[config.mk]
export PLATFORM = sky130hd
export DESIGN_NAME = et_trig_prescaler
export DESIGN_NICKNAME = d
export VERILOG_FILES = /design/src/rtl/et_pkg.sv /design/src/rtl/et_regs.sv /design/src/rtl/et_evsel.sv /design/src/rtl/et_prescale.sv /design/src/rtl/et_flag.sv /design/src/rtl/et_trig_prescaler.sv
export SDC_FILE = /design/constraint.sdc
export NUM_CORES = 1
export LEC_CHECK = 0
export ABC_AREA = 0
export ABC_CLOCK_PERIOD_IN_PS = 2000
export BUFFER_PORTS_ARGS = -buffer_cell sky130_fd_sc_hd__buf_2
export CAP_MARGIN = 20
export CORE_MARGIN = 3
export CORE_UTILIZATION = 45
export CTS_CLUSTER_SIZE = 24
export DETAILED_ROUTE_END_ITERATION = 12
export PLACE_DENSITY = 0.8
export SYNTH_ARGS = -nofsm -noshare
export SYNTH_HDL_FRONTEND = slang
export SYNTH_SLANG_ARGS = --single-unit
[constraint.sdc]
create_clock -name clk -period 2 [get_ports clk]
set_input_delay 0.3 -clock clk [delete_from_list [all_inputs] [get_ports clk]]
set_output_delay 0.3 -clock clk [all_outputs]
set_load 0.1 [all_outputs]
[src/rtl/et_pkg.sv]
package et_pkg;

    localparam int CNT_W  = 2;
    localparam int SEL_W  = 3;
    localparam int ADDR_W = 2;
    localparam int NUM_EV = 6;

    typedef enum logic [SEL_W-1:0] {
        SRC_OFF0 = 3'd0,
        SRC_ZERO = 3'd1,
        SRC_PRD  = 3'd2,
        SRC_OFF3 = 3'd3,
        SRC_UPA  = 3'd4,
        SRC_DNA  = 3'd5,
        SRC_UPB  = 3'd6,
        SRC_DNB  = 3'd7
    } src_e;

    typedef enum logic [ADDR_W-1:0] {
        REG_CTL = 2'd0,
        REG_PER = 2'd1,
        REG_ACK = 2'd2,
        REG_RSV = 2'd3
    } reg_e;

    typedef struct packed {
        logic dnb;
        logic upb;
        logic dna;
        logic upa;
        logic prd;
        logic zero;
    } strobes_s;

    typedef struct packed {
        src_e             src;
        logic             en;
        logic [CNT_W-1:0] per;
    } cfg_s;

    typedef struct packed {
        logic per_wr;
        logic ack;
    } cmd_s;

    function automatic logic pick_strobe(input src_e src, input strobes_s s);
        logic hit;
        case (src)
            SRC_ZERO: hit = s.zero;
            SRC_PRD:  hit = s.prd;
            SRC_UPA:  hit = s.upa;
            SRC_DNA:  hit = s.dna;
            SRC_UPB:  hit = s.upb;
            SRC_DNB:  hit = s.dnb;
            default:  hit = 1'b0;
        endcase
        return hit;
    endfunction

    function automatic logic [CNT_W-1:0] bump_sat(input logic [CNT_W-1:0] cnt,
                                                   input logic [CNT_W-1:0] lim);
        return (cnt < lim) ? cnt + 1'b1 : cnt;
    endfunction

endpackage

[src/rtl/et_regs.sv]
module et_regs
    import et_pkg::*;
#(
    parameter int DATA_W = 4
) (
    input  logic              clk,
    input  logic              rst,
    input  logic              wr_en,
    input  logic [ADDR_W-1:0] wr_addr,
    input  logic [DATA_W-1:0] wr_data,
    output cfg_s              cfg,
    output cmd_s              cmd
);
    localparam int EN_BIT = SEL_W;

    reg_e addr_q;
    cfg_s cfg_q;

    assign addr_q = reg_e'(wr_addr);

    always_ff @(posedge clk) begin
        if (rst) begin
            cfg_q <= '0;
        end else if (wr_en) begin
            case (addr_q)
                REG_CTL: begin
                    cfg_q.src <= src_e'(wr_data[SEL_W-1:0]);
                    cfg_q.en  <= wr_data[EN_BIT];
                end
                REG_PER: cfg_q.per <= wr_data[CNT_W-1:0];
                default: ;
            endcase
        end
    end

    always_comb begin
        cmd.per_wr = wr_en && (addr_q == REG_PER);
        cmd.ack    = wr_en && (addr_q == REG_ACK) && wr_data[0];
    end

    assign cfg = cfg_q;

endmodule

[src/rtl/et_evsel.sv]
module et_evsel
    import et_pkg::*;
(
    input  src_e     src,
    input  strobes_s strobes,
    output logic     hit
);
    assign hit = pick_strobe(src, strobes);
endmodule

[src/rtl/et_prescale.sv]
module et_prescale
    import et_pkg::*;
(
    input  logic             clk,
    input  logic             rst,
    input  logic             hit,
    input  logic             en,
    input  logic [CNT_W-1:0] per,
    input  logic             per_wr,
    output logic [CNT_W-1:0] cnt,
    output logic             trig,
    output logic             fire
);
    logic [CNT_W-1:0] cnt_q;
    logic [CNT_W-1:0] cnt_adv;
    logic             trig_q;

    always_comb begin
        cnt_adv = hit ? bump_sat(cnt_q, per) : cnt_q;
        fire    = !per_wr && en && (per != '0) && (cnt_adv == per);
    end

    always_ff @(posedge clk) begin
        if (rst) begin
            cnt_q  <= '0;
            trig_q <= 1'b0;
        end else begin
            trig_q <= fire;
            if (per_wr || fire) cnt_q <= '0;
            else                cnt_q <= cnt_adv;
        end
    end

    assign cnt  = cnt_q;
    assign trig = trig_q;

endmodule

[src/rtl/et_flag.sv]
module et_flag (
    input  logic clk,
    input  logic rst,
    input  logic set,
    input  logic ack,
    output logic flag
);
    always_ff @(posedge clk) begin
        if (rst)      flag <= 1'b0;
        else if (set) flag <= 1'b1;
        else if (ack) flag <= 1'b0;
    end
endmodule

[src/rtl/et_trig_prescaler.sv]
module et_trig_prescaler
    import et_pkg::*;
#(
    parameter int DATA_W = 4
) (
    input  logic              clk,
    input  logic              rst,
    input  logic              wr_en_i,
    input  logic [1:0]        wr_addr_i,
    input  logic [DATA_W-1:0] wr_data_i,
    input  logic              ev_zero_i,
    input  logic              ev_prd_i,
    input  logic              ev_upa_i,
    input  logic              ev_dna_i,
    input  logic              ev_upb_i,
    input  logic              ev_dnb_i,
    output logic              trig_o,
    output logic              flag_o,
    output logic [1:0]        cnt_o,
    output logic [2:0]        sel_o,
    output logic              en_o,
    output logic [1:0]        prd_o
);
    cfg_s     cfg;
    cmd_s     cmd;
    strobes_s strobes;
    logic     hit;
    logic     fire;

    always_comb begin
        strobes.zero = ev_zero_i;
        strobes.prd  = ev_prd_i;
        strobes.upa  = ev_upa_i;
        strobes.dna  = ev_dna_i;
        strobes.upb  = ev_upb_i;
        strobes.dnb  = ev_dnb_i;
    end

    et_regs #(.DATA_W(DATA_W)) regs_i (
        .clk     (clk),
        .rst     (rst),
        .wr_en   (wr_en_i),
        .wr_addr (wr_addr_i),
        .wr_data (wr_data_i),
        .cfg     (cfg),
        .cmd     (cmd)
    );

    et_evsel evsel_i (
        .src     (cfg.src),
        .strobes (strobes),
        .hit     (hit)
    );

    et_prescale prescale_i (
        .clk    (clk),
        .rst    (rst),
        .hit    (hit),
        .en     (cfg.en),
        .per    (cfg.per),
        .per_wr (cmd.per_wr),
        .cnt    (cnt_o),
        .trig   (trig_o),
        .fire   (fire)
    );

    et_flag flag_i (
        .clk  (clk),
        .rst  (rst),
        .set  (fire),
        .ack  (cmd.ack),
        .flag (flag_o)
    );

    assign sel_o = cfg.src;
    assign en_o  = cfg.en;
    assign prd_o = cfg.per;

endmodule

==> results.md <==
* Status: complete, no violations
* Worst R2R Path Depth at 6
* Post-synthesis compound-gate area fraction at 17.55%
* CP cell instances: inv_1 > ha_1 > a21oi_1 > o211ai_2 > mux2i_1 > a31o_1
* #FFs+latches synth at 10
* Worst Skew at 1.483 ps
* CP Depth at 6
* Clock Path Buffers at 2
* Fill cells at 113
* Initial DRC Count at 4
* Die X at 42.91 um
* Overflow after GRT at 0
* Non-filler cells, final at 110
* Fin. max-slew vios at 0
* Final GP Congestion at 0.7673
* Slew margin rel. at 67.46%
* Crit-path leading delay family: compound AO/OA/AOI/OAI gates
* Largest family of logic cells by synthesized area: simple AND/OR/NAND/NOR gates
* Die area at 0.001841 sq mm
* Worst Path Arrival at approximately 1700 ps
* Hold-fix buffers at CTS at 0
* H-tree depth at 1
* Post-DRT Antenna Nets at 0
* Crit-path max FO at 10
* Simple-Gate Fraction of Synth Area at 24.29%
* Clock transition at the registers of the reported paths at 70 ps
* Final TNS setup at 0 ps
* Syn Nets at 88
* Final Hold Vio Count at 0
* Synth Instances at 72
* Largest net degree at the start of global routing at 11
* # rows at 12
* Drt total wl at 1.471 mm
* DR pass1 iterations at 4
* Max-cap violations at 0
* Sequential fraction of the synthesis area at between 30 and 40%
* Core area at 0.001186 sq mm
* DP Wirelength at around 1.1 mm
* Maximum vdd drop at 0.5208 mV
* # setup viols final at 0
* Final Cycle Share at 77.32%
* Post-DR wirelength/cell at 13.37 um
* Synth Area in Adders at a little over 2%
* Clock Latency Late Sink at 270 ps
* Initial antenna violation count at 0
* Syn-to-layout area delta at 25.31%
* Power density cells at 622.4 mW/mm^2
* Share of layout cells above drive strength 1 at around 38%
* Inserted Clock Buffers at 3
* Vertical die dimension at around 43 um
* Via Count at 613
* Kind of critical path: flop to flop
* Crit-path slowest cell: dfxtp_2
* RSZ-0062 raised after global routing: false
* Yosys warning count at 0
* WHS Path Cells at 3
* Drc violations at 0
* Actual slew at the worst max-slew pin at 491.5 ps
* Cell area after synthesis at 613.1 sq um
* First-pass GRT wire length at 2.373 mm
* Worst stage delay on the critical path at between 400 and 500 ps
* Highest Clock Rate at 0.6467 GHz
* Tot Pwr at 0.4782 mW
* Multiplexer share of the synthesized area at 9.796%
* Synth Area in XOR/XNOR at about 5.7%
* Distinct cells, synth at 28
* Worst Setup Start Kind: flop
* Clock root buffer: clkbuf_4
* Post_cts resized at 0
* Final min period at 1546 ps
* Top Ports at 25
* WP buf/inv at 1
* Critical Path RT at 2170 ps
* CTS tree: yes
* Crit end category: flop
* N_diodes at 0
* Initial core utilization at 51.69%
* Vias in the first global route at around 550
* Worst Hold Class: input pin to flop
* Post-CTS Setup Bufs at 0
* Total GRT Usage at about 18%
* Placed instance count at 106
* P_leak at ~0.35 nW
* Clock Sinks at 10
* PortBufs at 24
* Via/cell ratio at 5.573
* Layout Nets at 113
* Syn_area_per_cell at 8.515 sq um
## placed cells by master (no fill, tap or decap)
cell type and n:
nand2b_1 2, and2_1 1, o21ai_1 1, o32ai_1 1, a31oi_1 1, a21oi_1 4
nand2_1 4, clkbuf_4 3, mux2i_1 6, nand3_1 1, o211ai_2 1, o211ai_1 3
or3b_1 1, inv_1 6, nor3b_2 1, dfxtp_1 4, clkbuf_8 1, ha_1 1
o311a_1 1, xor2_1 2, a311oi_1 1, xnor2_1 2, buf_2 24, dfxtp_2 6
a31o_1 1, nand4b_1 1, nand4_1 2, o21ai_0 1, nand3b_1 5, nor2_1 8
## area by class of cell
class                      count  area, sq um  share of cell area (%)
tap                           14        17.52                   2.280
clock buffer                   4        36.28                   4.723
inverter                       6        22.52                   2.932
multi-input combinational     52        364.1                   47.39
timing repair buffer          24        120.1                   15.64
sequential                    10        207.7                   27.04
## worst register-to-register path, stage by stage, from the launching register on
cell	delay [ps]
dfxtp_2	440
inv_1	70
ha_1	260
a21oi_1	150
o211ai_2	160
mux2i_1	170
a31o_1	200
## flip-flops by register name, indices dropped and copies added (netlist names)
| name | count |
|---|---|
| flag_i.flag | 1 |
| prescale_i.cnt | 2 |
| prescale_i.trig | 1 |
| regs_i.cfg | 6 |
## cells by family (layout without fill, tap and decap cells)
family,after synthesis,in the layout
xor gates and xnor gates,4,4
DFF,10,10
adders and majority gates,1,1
buffers and inverters,10,34
and+or+nand+nor,26,26
muxes,6,6
AOI/OAI and AO/OA,15,15
## report_power, final
part / switching (mW) / internal (mW)
Sequential: 0.00890 / 0.204
Combinational: 0.0527 / 0.0259
Clock: 0.0763 / 0.111
Total: 0.138 / 0.340
## synthesized netlist by cell type, drive strengths merged
cell,n,area share [%]
xor2,2,2.9
nand4b,1,1.4
mux2i,6,9.8
nand3,1,0.82
and2,1,1.0
dfxtp,10,33
o21ai,2,1.6
nor3b,1,2.0
inv,6,3.7
buf,4,4.3
nand4,2,2.0
ha,1,2.0
o311a,1,1.6
a311oi,1,1.4
xnor2,2,2.9
nor2,8,4.9
o211ai,4,5.7
nand2b,2,2.0
a31o,1,1.4
a31oi,1,1.0
o32ai,1,1.4
nand3b,5,6.1
a21oi,4,3.3
or3b,1,1.4
nand2,4,2.4
## per-layer routing
layer	vias up	GRT usage, %	wire (um)
li1	306	-	-
met1	282	21.08	625
met2	23	29.04	747
met3	2	8.051	87
met4	0	5.590	10
met5	-	0	0
## per-stage QoR
stage,hold slack (ps),util (%),instance area [sq um],worst slack (ps)
floorplan,365.0,-,620.6,93.74
global placement,454.9,61.71,732.0,543.1
detailed placement,470.3,61.71,732.0,475.3
CTS,260.3,64.77,768.2,450.4
global route,278.6,64.77,768.2,369.0
finish,261.2,64.77,768.2,453.6
## path summary, 6_finish.rpt
path | slack [ps] | to | start
max reg2reg | 450 | flag_i.flag | regs_i.cfg[1]
min reg2reg | 490 | flag_i.flag | flag_i.flag
min | 260 | regs_i.cfg[2] | wr_data_i[3]
max | 450 | flag_i.flag | regs_i.cfg[1]
(Power assumes the default switching activity.)
